[src/rtl/gpio_port_pkg.sv]
package gpio_port_pkg;

   localparam int unsigned BUS_AW = 2;

   typedef enum logic [BUS_AW-1:0] {
      SEL_VAL  = 2'd0,
      SEL_DIR  = 2'd1,
      SEL_PIN  = 2'd2,
      SEL_NONE = 2'd3
   } gpio_sel_e;

endpackage

[src/rtl/gpio_in_sync.sv]
module gpio_in_sync #(
   parameter int unsigned WIDTH       = 8,
   parameter int unsigned SYNC_STAGES = 2
) (
   input  logic             clk,
   input  logic             por_n,
   input  logic [WIDTH-1:0] async_in,
   output logic [WIDTH-1:0] sync_out
);

   localparam int unsigned LAST = SYNC_STAGES - 1;

   generate
      if (SYNC_STAGES < 2) begin : g_bad_stages
         $error("gpio_in_sync: SYNC_STAGES must be at least 2");
      end
   endgenerate

   logic [WIDTH-1:0] stg [SYNC_STAGES];

   always_ff @(posedge clk or negedge por_n) begin
      if (!por_n) stg[0] <= '0;
      else        stg[0] <= async_in;
   end

   generate
      for (genvar s = 1; s < SYNC_STAGES; s++) begin : g_stage
         always_ff @(posedge clk or negedge por_n) begin
            if (!por_n) stg[s] <= '0;
            else        stg[s] <= stg[s-1];
         end
      end
   endgenerate

   assign sync_out = stg[LAST];

endmodule

[src/rtl/gpio_port_store.sv]
module gpio_port_store
   import gpio_port_pkg::*;
#(
   parameter int unsigned WIDTH = 8
) (
   input  logic             clk,
   input  logic             por_n,
   input  logic             hw_stby,
   input  logic             wr_ok,
   input  gpio_sel_e        sel,
   input  logic [WIDTH-1:0] wdata,
   output logic [WIDTH-1:0] val_q,
   output logic [WIDTH-1:0] dir_q
);

   always_ff @(posedge clk or negedge por_n) begin
      if (!por_n) begin
         val_q <= '0;
         dir_q <= '0;
      end else if (hw_stby) begin
         val_q <= '0;
         dir_q <= '0;
      end else if (wr_ok) begin
         case (sel)
            SEL_VAL: val_q <= wdata;
            SEL_DIR: dir_q <= wdata;
            default: ;
         endcase
      end
   end

   // hardware standby empties both registers
   a_r2_hwstby_clears: assert property (@(posedge clk) disable iff (!por_n)
      hw_stby |=> (val_q == '0) && (dir_q == '0));

   // an accepted direction write is stored verbatim
   a_r7_dir_write: assert property (@(posedge clk) disable iff (!por_n)
      (wr_ok && !hw_stby && sel == SEL_DIR) |=> dir_q == $past(wdata));

endmodule

[src/rtl/gpio_read_mux.sv]
module gpio_read_mux
   import gpio_port_pkg::*;
#(
   parameter int unsigned WIDTH = 8
) (
   input  logic             clk,
   input  logic             por_n,
   input  logic             rd_en,
   input  gpio_sel_e        sel,
   input  logic [WIDTH-1:0] val_q,
   input  logic [WIDTH-1:0] dir_q,
   input  logic [WIDTH-1:0] pin_s,
   output logic [WIDTH-1:0] rdata
);

   logic [WIDTH-1:0] port_view;
   logic [WIDTH-1:0] rd_next;

   generate
      for (genvar b = 0; b < WIDTH; b++) begin : g_bit
         assign port_view[b] = dir_q[b] ? val_q[b] : pin_s[b];
      end
   endgenerate

   always_comb begin
      case (sel)
         SEL_VAL: rd_next = val_q;
         SEL_DIR: rd_next = '1;
         SEL_PIN: rd_next = port_view;
         default: rd_next = '0;
      endcase
   end

   always_ff @(posedge clk or negedge por_n) begin
      if (!por_n)     rdata <= '0;
      else if (rd_en) rdata <= rd_next;
   end

   // direction address reads as all ones one cycle later
   a_r9_dir_reads_ones: assert property (@(posedge clk) disable iff (!por_n)
      (rd_en && sel == SEL_DIR) |=> rdata == '1);

   // read data holds between reads
   a_r9_hold_idle: assert property (@(posedge clk) disable iff (!por_n)
      !rd_en |=> $stable(rdata));

endmodule

[src/rtl/gpio_port_regs.sv]
module gpio_port_regs
   import gpio_port_pkg::*;
#(
   parameter int unsigned WIDTH       = 8,
   parameter int unsigned SYNC_STAGES = 2
) (
   input  logic              clk,
   input  logic              por_n,
   input  logic              mrst_n,
   input  logic              hw_stby,
   input  logic              sw_stby,
   input  logic [BUS_AW-1:0] bus_addr,
   input  logic              bus_we,
   input  logic              bus_re,
   input  logic [WIDTH-1:0]  bus_wdata,
   output logic [WIDTH-1:0]  bus_rdata,
   input  logic [WIDTH-1:0]  pad_in,
   output logic [WIDTH-1:0]  pad_oe,
   output logic [WIDTH-1:0]  pad_out
);

   generate
      if (WIDTH < 1) begin : g_bad_width
         $error("gpio_port_regs: WIDTH must be at least 1");
      end
   endgenerate

   gpio_sel_e        sel;
   logic             wr_ok;
   logic [WIDTH-1:0] val_q;
   logic [WIDTH-1:0] dir_q;
   logic [WIDTH-1:0] pin_s;

   assign sel   = gpio_sel_e'(bus_addr);
   assign wr_ok = bus_we && mrst_n && !sw_stby;

   gpio_in_sync #(.WIDTH(WIDTH), .SYNC_STAGES(SYNC_STAGES)) u_sync (
      .clk      (clk),
      .por_n    (por_n),
      .async_in (pad_in),
      .sync_out (pin_s)
   );

   gpio_port_store #(.WIDTH(WIDTH)) u_store (
      .clk     (clk),
      .por_n   (por_n),
      .hw_stby (hw_stby),
      .wr_ok   (wr_ok),
      .sel     (sel),
      .wdata   (bus_wdata),
      .val_q   (val_q),
      .dir_q   (dir_q)
   );

   gpio_read_mux #(.WIDTH(WIDTH)) u_rmux (
      .clk   (clk),
      .por_n (por_n),
      .rd_en (bus_re),
      .sel   (sel),
      .val_q (val_q),
      .dir_q (dir_q),
      .pin_s (pin_s),
      .rdata (bus_rdata)
   );

   assign pad_out = val_q;
   assign pad_oe  = hw_stby ? '0 : dir_q;

   // manual reset / software standby keep the driven value
   a_r3_retain: assert property (@(posedge clk) disable iff (!por_n)
      ((!mrst_n || sw_stby) && !hw_stby) |=> $stable(pad_out));

   // port-state address is not writable
   a_r5_pin_write_ignored: assert property (@(posedge clk) disable iff (!por_n)
      (bus_we && sel == SEL_PIN && !hw_stby) |=> $stable(pad_out));

   // accepted value write reaches the pads
   a_r1_val_write: assert property (@(posedge clk) disable iff (!por_n)
      (bus_we && mrst_n && !sw_stby && !hw_stby && sel == SEL_VAL)
         |=> pad_out == $past(bus_wdata));

endmodule

[config.mk]
export PLATFORM = sky130hd
export DESIGN_NAME = gpio_port_regs
export DESIGN_NICKNAME = d
export VERILOG_FILES = /design/src/rtl/gpio_port_pkg.sv /design/src/rtl/gpio_in_sync.sv /design/src/rtl/gpio_port_store.sv /design/src/rtl/gpio_read_mux.sv /design/src/rtl/gpio_port_regs.sv
export SDC_FILE = /design/constraint.sdc
export NUM_CORES = 1
export LEC_CHECK = 0
export CORE_MARGIN = 2
export CORE_UTILIZATION = 30
export CTS_BUF_LIST = sky130_fd_sc_hd__clkbuf_4
export CTS_CLUSTER_DIAMETER = 60
export DETAILED_ROUTE_END_ITERATION = 8
export GPL_TIMING_DRIVEN = 0
export PLACE_DENSITY = 0.63
export SETUP_SLACK_MARGIN = 0.1
export SYNTH_ARGS = -nofsm -noshare
export SYNTH_HDL_FRONTEND = slang
export SYNTH_HIERARCHICAL = 1
export SYNTH_SLANG_ARGS = --single-unit
[constraint.sdc]
create_clock -name clk -period 1.3 [get_ports clk]
set_clock_uncertainty 0.2 [all_clocks]
set_input_delay 0.195 -clock clk [delete_from_list [all_inputs] [get_ports clk]]
set_output_delay 0.195 -clock clk [all_outputs]
set_load 0.02 [all_outputs]
* Word level (Yosys, flattened, before mapping)
Index checks and enable logic that the tools add are counted. Widths: inputs -> output; s select.
Storage, ports and cells: output and inout bits 24, bits in registers 40
Operators by class: equal/unequal tests 2, mux-type cells 16, reduce and logical (&&, ||, !) cells 9
Operator list (number):
- $mux 8 | 7
- $pmux 8 s3 | 1
- $mux 1 | 8
- $reduce_bool 2->1 | 3
- $reduce_and 2->1 | 2
- $eq 2x1->1 const B | 1
- $eq 2x2->1 const B | 1
- $logic_and 1x1->1 | 2
- $logic_not 2->1 | 1
- $logic_not 1->1 | 1

* Logic depth before layout (Yosys ltp)
Gate-level depths: netlist (run 1).
depth after elaboration 4, mapped depth 5, depth with buffers taken out 3

* Hierarchy
Netlist (run 1), hierarchy kept.
Modules (own cells, without submodules):
- gpio_port_store | seq. area each 400.4 µm², area each 768.2 µm², times used 1, cells an instance 64
- gpio_read_mux | seq. area each 200.2 µm², area each 566.8 µm², times used 1, cells an instance 55
- gpio_in_sync | seq. area each 400.4 µm², area each 460.4 µm², times used 1, cells an instance 24
- gpio_port_regs | seq. area each 0.0 µm², area each 58.8 µm², times used 1, cells an instance 9

* Worst setup path after synthesis (run 1)
No wires, ideal clock.
kind input-to-reg, start point input port sw_stby, end point register u_store.val_q[0], arrival 1.018 ns, setup time 0.123 ns, path buffers 1, cell stages on the path 4, path slack -0.041 ns, data required time 0.977 ns, cell sequence and3b_1 > or3b_1 > buf_6 > mux2i_1
On the way: cells in the longest elaborated chain, start to end 4
Ends and longest elaborated chain:
- from (decl) | RTL line gpio_port_regs.sv:11 | input logic sw_stby,
- $logic_not 1->1 | RTL line gpio_port_regs.sv:35 | assign wr_ok = bus_we && mrst_n && !sw_stby;
- $logic_and 1x1->1 | RTL line gpio_port_regs.sv:35
- $reduce_bool 2->1 (no source line)
- $reduce_and 2->1 (no source line)
- to (signal assigned) | RTL line gpio_port_store.sv:25 | SEL_VAL: val_q <= wdata;
- to (decl) | RTL line gpio_port_store.sv:12 | output logic [WIDTH-1:0] val_q,
No other way between the ends. A chain may end at the register's enable or synchronous reset.

* Worst setup path after layout (run 1)
start point register u_store.dir_q[2], end point output port pad_oe[2]
On the way: cells in the longest elaborated chain, start to end 1
Ends and longest elaborated chain:
- from (decl) | RTL line gpio_port_store.sv:13 | output logic [WIDTH-1:0] dir_q
- from (signal assigned) | RTL line gpio_port_store.sv:26 | SEL_DIR: dir_q <= wdata;
- $mux 8 | RTL line gpio_port_regs.sv:67 | assign pad_oe = hw_stby ? '0 : dir_q;
- to (decl) | RTL line gpio_port_regs.sv:18 | output logic [WIDTH-1:0] pad_oe,
No other way between the ends.

==> results of run 1 <==
==> metal layers <==
layer / vias up / share of wire
met5: - / 0
met2: 41 / 0.46
li1: 668 / -
met1: 654 / 0.47
met3: 4 / 0.061
met4: 0 / 0.011
==> timing repair <==
item | 4_1_cts | 5_1_grt
endpoints found under the setup margin | 48 | 45
gates resized for setup | 145 | 34
buffers inserted | 21 | 7
pin swaps | 1 | 9
endpoints found under the hold margin | 40 | 0
hold buffers | 1 | 0
==> kinds of logic (layout without fill, tap and decap cells) <==
| family | after synthesis | after routing |
|---|---|---|
| muxes | 16 | 16 |
| DFF | 40 | 40 |
| AOI/OAI and AO/OA | 24 | 24 |
| and+or+nand+nor | 55 | 55 |
| buffers and inverters | 17 | 98 |
==> cells in the final DEF, fill, tap and decap left out, types with 4 or more instances in the layout <==
| cell type | instances |
|---|---|
| dfrtp_1 | 40 |
| a221oi_2 | 8 |
| mux2i_1 | 16 |
| nand2b_1 | 24 |
| buf_2 | 6 |
| buf_6 | 28 |
| buf_4 | 31 |
| o21bai_1 | 8 |
| a21oi_2 | 8 |
| clkdlybuf4s50_1 | 16 |
| nor2_1 | 8 |
| nand2_2 | 4 |
| clkbuf_2 | 4 |
| clkbuf_4 | 5 |
==> metrics by stage <==
| stage | cell area (sq um) | worst slack, ns | TNS (ns) | util | cells |
|---|---|---|---|---|---|
| global placement | 2430 | -1.21 | -73.09 | 0.407 | 274 |
| global route | 2750 | -0.200 | -2.20 | 0.461 | 308 |
| CTS | 2650 | -0.146 | -1.17 | 0.445 | 304 |
| floorplan | 1860 | -0.0390 | -0.234 | - | 152 |
| finish | 2750 | -0.129 | -0.974 | 0.461 | 308 |
| detailed placement | 2440 | -0.926 | -24.75 | 0.410 | 275 |
==> registers in the layout, summed over array words and instances, names as in the netlist <==
name,count
u_rmux/rdata,8
u_store/dir_q,8
u_store/val_q,8
u_sync/stg,8
u_sync/sync_out,8
==> worst min-delay path: stages <==
cell      delay, ns
clkbuf_2       0.14
nor3b_2        0.07
mux2i_1        0.11
==> worst min-delay path by stage <==
stage               cells past startpoint  slack [ns]            endpoint          start
floorplan                               0       -0.30     u_rmux/rdata[0]          por_n
global placement                        0        0.13  u_sync/sync_out[0]  u_sync/stg[8]
detailed placement                      1       -0.07      u_sync/stg[10]          por_n
CTS                                     3       0.003     u_rmux/rdata[6]         bus_re
global route                            3       0.001    u_store/val_q[6]    bus_addr[1]
finish                                  3       0.005    u_store/val_q[6]    bus_addr[1]
==> power by group <==
group / internal, mW / switching (mW)
clock network: 0.189 / 0.382
logic: 0.252 / 0.211
registers: 1.30 / 0.0334
==> final cells by class <==
type | count | area [sq um]
clock buffers | 5 | 37.5
plain buffers | 17 | 140
flip-flops and latches | 40 | 1000
multi-input cells | 95 | 774
repair buffers | 74 | 691
well taps | 75 | 93.8
clock inverters | 2 | 7.51
fillers | 587 | 3210
==> results.md, run 1 <==
* Chip width at 82.6 um
* Hold Path Class: in -> reg
* Syn Inst Count at 152
* Met3 GRT Util at 0.0500
* CTS tree: yes
* Worst Setup SP: u_store/dir_q[2]
* Largest family of logic cells by synthesized area: simple AND/OR/NAND/NOR gates
* Mean Syn Cell Area at 12.2 sq um
* Simple-gate share of the synthesized area at 0.170
* Drt via density at 4.44
* Worst Max-Slew Pin Slew at 0.412 ns
* Starting Density at 0.311
* Top cells by count, synth: 40 x dfrtp_1, 24 x nand2b_1, 16 x mux2i_1
* Drt initial violations at 57
* Placer congestion estimate at 0.705
* Setup Viol. Count Final at 11
* First-pass GRT wire length at 6930 um
* Leakage power at 1.29 nW
* Worst relative slew slack at 0.725
* WP buf/inv at 1
* Synth Cell Area at 1850 sq um
* Fin crit share at 1.10
* Critical-path cell list: nor2b_2 > buf_6
* Run status: finished, violations left
* Ports at 49
* Master of the slowest instance on the critical path: dfrtp_1
* EDFF count, synth at 0
* DRT antenna net count at 0
* Largest area contributor in the netlist: dfrtp_1
* WP depth at 2
* Failing checks: negative setup slack
* Worst skew pair latency at 0.34 ns
* Top delay family on crit path: flip-flops
* Syn Nets at 177
* R2R cell count at 5
* Mux cell area share after synthesis at 0.0864
* R2R Path End: u_rmux/rdata[0]
* Ratio of cells with drive above 1 in the final layout at 0.459
* Port Buffer Count at 47
* Critical path required time at 0.90 ns
* Crit-path max FO at 2
* # H-tree levels at 2
* Via count of the first global-routing pass at 1,410
* Tot Pwr at 2.37 mW
* Slew Viols, Final at 0
* Area Growth Syn to Fin at 48.0%
* All-layer global routing usage at 0.142
* Grt met1 use at 0.189
* Worst Hold Slack at 0.00494 ns
* Top post-synthesis cells by area: dfrtp_1 54%, mux2i_1 8.6%, nand2b_1 8.1%
* Setup ws final at -0.129 ns
* CP Data Arrival Time at 1.03 ns
* Die Ht at 82.6 um
* Row count at 28
* Sequential share of the synthesized area at 0.540
* Setup crit start kind: flop
* R2r startpoint: u_store/dir_q[0]
* Yosys Warn Count at 6
* Fraction of the mapped netlist area in compound gates at 0.135
* Final wirelength at 4420 um
* RSZ-0062 raised after global routing: yes
* Clock Sinks at 40
* Met2 Track Usage GR at 0.218
* CTS max path bufs at 2
* Synth top area share at 0.540
* Clk root buf: clkbuf_4
* Count leader, synth: dfrtp_1
* Min cycle time layout at 1.43 ns
* WL per Instance at 14.3 um
* Max cap viols at 0
* # diodes at 0
* # DRC at 0
* Overflow after GRT at 0
* Pin count of the biggest net entering global routing at 27
* R2R setup slack at 0.07 ns
* Nets at 258
* Crit path to: pad_oe[2]
* Crit Path Class: reg -> out
* XOR/XNOR Fraction of Synth Area at 0
* Routed vias at 1,367
* Cell Pwr Density at 864 nW/um^2
* Pre-antenna DRT Iters at 4
* Async set or reset register ratio after synthesis at 1.00
* Top FF cell, synth: dfrtp_1
* Hpwl dp at 2830 um
* GR peak layer: met2
* Synth cell types at 20
* Final Hold Fails at 0
* CTS buffer count at 5
* Adder-Cell Fraction of Synth Area at 0
* CP Capture Type: output port
* Worst stage delay on the critical path at 0.39 ns
* FF+latch count, synth at 40
* Core ar. at 5960 sq um
* Clk pin slew, worst setup/hold paths at 0.11 ns
* Fmax at 700 MHz
* Peak supply drop at 405 uV
* Die area at 6830 sq um
* Antenna violations before repair at 0
(Power assumes the default switching activity.)
==> run 2: changes to the inputs <==
--- a/config.mk
+++ b/config.mk
@@ -11,6 +11,7 @@
 export CTS_CLUSTER_DIAMETER = 60
 export DETAILED_ROUTE_END_ITERATION = 8
 export GPL_TIMING_DRIVEN = 0
+export MAX_ROUTING_LAYER = met4
 export PLACE_DENSITY = 0.63
 export SETUP_SLACK_MARGIN = 0.1
 export SYNTH_ARGS = -nofsm -noshare
==> results.md, run 2 (synthesis results as in run 1) <==
* Nets at 258 (unchanged)
* Failing checks: negative setup slack
* Via count of the first global-routing pass at 1,419 (+0.64%)
* DRT antenna net count at 0 (unchanged)
* Antenna violations before repair at 0 (unchanged)
* Clk pin slew, worst setup/hold paths at 0.11 ns (about the same)
* Crit-path max FO at 2 (unchanged)
* Max layer used: met4
* Hold Path Class: in -> reg
* Slew Viols, Final at 0 (unchanged)
* Peak supply drop at 403 uV (-0.44%)
* All-layer global routing usage at 0.145 (+0.00285)
* Ports at 49 (unchanged)
* Max cap viols at 0 (unchanged)
* Critical path required time at 0.90 ns (about the same)
* Drt initial violations at 69 (+21%)
* Tot Pwr at 2.37 mW (-0.16%)
* CP Data Arrival Time at 1.03 ns (about the same)
* Worst Max-Slew Pin Slew at 0.383 ns (-0.0294 ns)
* Min cycle time layout at 1.42 ns (-0.00521 ns)
* WL met1 at 2060 um (-0.19%)
* CP Capture Type: output port
* WL per Instance at 14.3 um (-0.23%)
* Worst relative slew slack at 0.745 (+0.0196)
* Fmax at 702 MHz (+0.37%)
* Cell Pwr Density at 864 nW/um^2 (about the same)
* # diodes at 0 (unchanged)
* Core ar. at 5960 sq um (unchanged)
* Worst skew pair latency at 0.34 ns (about the same)
* Commonest cells after routing, fill and taps aside: 40 x dfrtp_1, 31 x buf_4, 28 x buf_6
* Area Growth Syn to Fin at 47.8%
* # H-tree levels at 2 (unchanged)
* Overflow after GRT at 0 (unchanged)
* Setup_tns at -0.931 ns (+0.0432 ns)
* Setup ws final at -0.124 ns (+0.00521 ns)
* Starting Density at 0.311 (unchanged)
* Fin crit share at 1.10 (-0.00401)
* Ratio of cells with drive above 1 in the final layout at 0.459 (unchanged)
* RSZ-0062 raised after global routing: yes
* CTS max path bufs at 2 (unchanged)
* Crit Path Class: reg -> out
* Met2 routed WL at 2030 um (about the same)
* First-pass GRT wire length at 6910 um (-0.30%)
* Final wirelength at 4410 um (-0.23%)
* Chip width at 82.6 um (unchanged)
* Hpwl dp at 2830 um (unchanged)
* Wire length on met3 at 247 um (-8.9%)
* Pin count of the biggest net entering global routing at 27 (unchanged)
* Port Buffer Count at 47 (unchanged)
* Die Ht at 82.6 um (unchanged)
* Placer congestion estimate at 0.713 (+1.1%)
* Die area at 6830 sq um (unchanged)
* Clk root buf: clkbuf_4
* Run status: finished, violations left
* Row count at 28 (unchanged)
* Commonest non-fill, non-tap cell in the layout: dfrtp_1
* CTS buffer count at 5 (unchanged)
* Final Hold Fails at 0 (unchanged)
* CTS tree: yes
* Setup crit start kind: flop
* Setup Viol. Count Final at 10 (-1)
* Drt via density at 4.43 (-0.22%)
* Leakage power at 1.28 nW (-0.13%)
* # DRC at 0 (unchanged)
* Clock Sinks at 40 (unchanged)
* Pre-antenna DRT Iters at 4 (unchanged)
* Routed vias at 1,364 (-0.22%)
[run 2: cell types whose count changed in the layout (fill, tap and decap cells not counted), sizes merged]
cell,previous run,this run
buf,67,68
clkdlybuf4s15,0,1
dlygate4sd2,2,1
clkdlybuf4s18,1,0
[run 2: critical path: stages (launching register included)]
cell and delay (ns):
dfrtp_1 0.39, nor2b_2 0.16, buf_6 0.14
[run 2: path summary, 6_finish.rpt]
kind                                      end  depth (start not counted)             start  slack, ns
max                                 pad_oe[2]                          2  u_store/dir_q[2]      -0.12
min                          u_store/val_q[6]                          3       bus_addr[1]      0.008
max reg2reg                   u_rmux/rdata[0]                          5  u_store/dir_q[0]       0.07
min reg2reg                u_sync/sync_out[0]                          0     u_sync/stg[8]       0.16
max in group asynchronous    u_store/dir_q[0]                          3             por_n       0.36
min in group asynchronous  u_sync/sync_out[7]                          2             por_n       0.09
[run 2: through the flow]
step	instances	instance area [sq um]	hold WS (ns)	util	setup WS (ns)
6_report	308	2740	0.00849	0.460	-0.124
5_1_grt	308	2740	0.0150	0.460	-0.185
4_1_cts	304	2650	0.00304	0.445	-0.146
3_5_place_dp	275	2440	-0.0682	0.410	-0.926
3_3_place_gp	274	2430	0.133	0.407	-1.21
2_1_floorplan	152	1860	-0.301	-	-0.0390
[run 2: power breakdown]
group	internal (mW)	total (mW)	switching, mW
Combinational	0.251	0.462	0.211
Sequential	1.30	1.34	0.0334
Clock	0.189	0.568	0.379
Total	1.74	2.37	0.623
[run 2: timing repair]
action,in CTS,in global routing
endpoints found under the setup margin,48,47
hold buffers,1,0
gates resized for setup,145,36
setup buffers,21,7
endpoints found under the hold margin,40,0
pin swaps,1,10
[run 2: metal layers]
| metal | vias to the layer above | global-route usage |
|---|---|---|
| li1 | 668 | - |
| met1 | 648 | 0.190 |
| met2 | 42 | 0.217 |
| met3 | 6 | 0.0337 |
| met4 | 0 | 0.0590 |
| met5 | - | - |
[run 2: final cells by class]
class | instances | area (sq um)
Buffer | 17 | 140
Clock inverter | 2 | 7.51
Multi-Input combinational cell | 95 | 774
Clock buffer | 5 | 37.5
Sequential cell | 40 | 1000
Timing Repair Buffer | 74 | 687
Tap cell | 75 | 93.8
Fill cell | 588 | 3210
==> run 3: changes to the inputs <==
==> constraint.sdc (replaced) <==
create_clock -name clk -period 1.3 [get_ports clk]
set_clock_uncertainty 0.2 [all_clocks]
set_input_delay 0.195 -clock clk [delete_from_list [all_inputs] [get_ports clk]]
set_output_delay 0.195 -clock clk [all_outputs]
set_load 0.1 [all_outputs]
==> results.md, run 3 (synthesis results as in run 1) <==
* Run status: finished, violations left
* Failing checks: negative setup slack
* Clock Sinks at 40 (unchanged)
* Hpwl dp at 2960 um (+4.7%)
* Pre-antenna DRT Iters at 4 (unchanged)
* Overflow after GRT at 0 (unchanged)
* Clk pin slew, worst setup/hold paths at 0.11 ns (about the same)
* Ratio of cells with drive above 1 in the final layout at 0.527 (+0.0673)
* Worst Hold Slack at 0.0241 ns (+0.0156 ns)
* Ports at 49 (unchanged)
* Final Hold Fails at 0 (unchanged)
* Hold Path Class: in -> reg
* Fmax at 680 MHz (-3.2%)
* Drt via density at 4.52 (+2.2%)
* CTS buffer count at 5 (unchanged)
* Worst Max-Slew Pin Slew at 0.485 ns (+0.102 ns)
* Clk root buf: clkbuf_4
* Cell Pwr Density at 906 nW/um^2 (+4.9%)
* Worst relative slew slack at 0.677 (-0.0680)
* Final Cell Area at 3010 sq um (+9.9%)
* Critical path required time at 0.90 ns (about the same)
* Worst stage delay on the critical path at 0.38 ns (about the same)
* CP Data Arrival Time at 1.08 ns (+0.05 ns)
* Crit-path max FO at 2 (unchanged)
* CTS tree: yes
* CP Capture Type: output port
* Tot Pwr at 2.73 mW (+15%)
* RSZ-0062 raised after global routing: yes
* First-pass GRT wire length at 7110 um (+2.8%)
* Starting Density at 0.311 (unchanged)
* Drt initial violations at 42 (-39%)
* Routed vias at 1,362 (-0.15%)
* Chip width at 82.6 um (unchanged)
* # H-tree levels at 2 (unchanged)
* Leakage power at 1.29 nW (+0.18%)
* All-layer global routing usage at 0.150 (+0.00460)
* Area post-placement at 2560 sq um (+4.9%)
* Max cap viols at 0 (unchanged)
* Crit Path Class: reg -> out
* Final wirelength at 4500 um (+2.1%)
* Fin crit share at 1.13 (+0.0367)
* Setup Viol. Count Final at 24 (+14)
* Die area at 6830 sq um (unchanged)
* CTS max path bufs at 2 (unchanged)
* # DRC at 0 (unchanged)
* Setup crit start kind: flop
* Worst skew pair latency at 0.34 ns (about the same)
* DRT antenna net count at 0 (unchanged)
* Port Buffer Count at 47 (unchanged)
* Critical-path cell list: nor2b_4 > buf_12
* Setup ws final at -0.171 ns (-0.0477 ns)
* Pin count of the biggest net entering global routing at 26 (-3.7%)
* Min cycle time layout at 1.47 ns (+0.0477 ns)
* Antenna violations before repair at 0 (unchanged)
* Area Growth Syn to Fin at 62.4%
* Peak supply drop at 626 uV (+55%)
* Via count of the first global-routing pass at 1,461 (+3.0%)
* Slew Viols, Final at 0 (unchanged)
* Die Ht at 82.6 um (unchanged)
* WL per Instance at 15.0 um (+4.5%)
* # diodes at 0 (unchanged)
* Nets at 250 (-3.1%)
* Row count at 28 (unchanged)
* Placer congestion estimate at 0.781 (+9.6%)
* Core ar. at 5960 sq um (unchanged)
* Commonest cells after routing, fill and taps aside: 25 x buf_4, 25 x buf_12, 24 x nand2b_1, 24 x dfrtp_1
* Master of the slowest instance on the critical path: dfrtp_1
[run 3: cell types whose count changed in the layout (fill, tap and decap cells not counted), sizes merged]
cell,delta
buf,-7
clkbuf,+3
clkdlybuf4s15,-1
clkinv,-1
dlygate4sd2,-1
[run 3: stage by stage]
stage | cells | util | worst slack, ns | setup TNS (ns)
final | 301 | 0.506 | -0.171 | -3.05
after global routing | 301 | 0.506 | -0.232 | -4.17
after CTS | 300 | 0.500 | -0.197 | -3.57
after detailed placement | 275 | 0.430 | -1.73 | -45.65
after global placement | 274 | 0.428 | -1.73 | -97.92
after floorplan | 152 | - | -0.0396 | -0.237
[run 3: final cells by class]
cell class	instances	area, sq um
fillers	554	2940
plain buffers	17	134
multi-input cells	95	817
clock buffers	7	52.6
well taps	75	93.8
clock inverters	1	3.75
flip-flops and latches	40	1060
repair buffers	66	850
[run 3: worst paths after layout]
path                                   from            endpoint  slack [ns]  cells after the start
min in group asynchronous             por_n    u_store/val_q[5]        0.10                      2
setup reg to reg           u_store/dir_q[6]     u_rmux/rdata[6]           0                      5
hold reg to reg               u_sync/stg[9]  u_sync/sync_out[1]        0.16                      0
hold / removal                  bus_addr[1]    u_store/val_q[6]        0.02                      3
max in group asynchronous             por_n     u_rmux/rdata[7]        0.32                      3
setup / recovery           u_store/dir_q[3]           pad_oe[3]       -0.17                      2
[run 3: critical path: cells and delay by family, from the launching register on]
kind,cells,cell delay [ns]
buffers and inverters,1,0.18
flip-flops,1,0.38
AND/OR/NAND/NOR,1,0.18
[run 3: per-layer routing]
| layer | wire (um) | share of wire | GRT usage | up-vias |
|---|---|---|---|---|
| met5 | 0 | 0 | - | - |
| met4 | 42 | 0.0093 | 0.0557 | 0 |
| met3 | 258 | 0.057 | 0.0359 | 6 |
| met2 | 2130 | 0.47 | 0.242 | 51 |
| met1 | 2070 | 0.46 | 0.183 | 652 |
| li1 | - | - | - | 653 |
[run 3: repair_timing]
action | CTS | global route
setup buffers | 16 | 3
endpoints found under the setup margin | 48 | 38
hold buffers | 1 | 0
endpoints found under the hold margin | 40 | 0
pin swaps | 1 | 8
resized for setup | 232 | 19
[run 3: power breakdown]
group / switching, mW / internal [mW] / leakage (nW)
Combinational: 0.428 / 0.306 / 0.774
Clock: 0.372 / 0.250 / 0.0338
Sequential: 0.0471 / 1.32 / 0.478
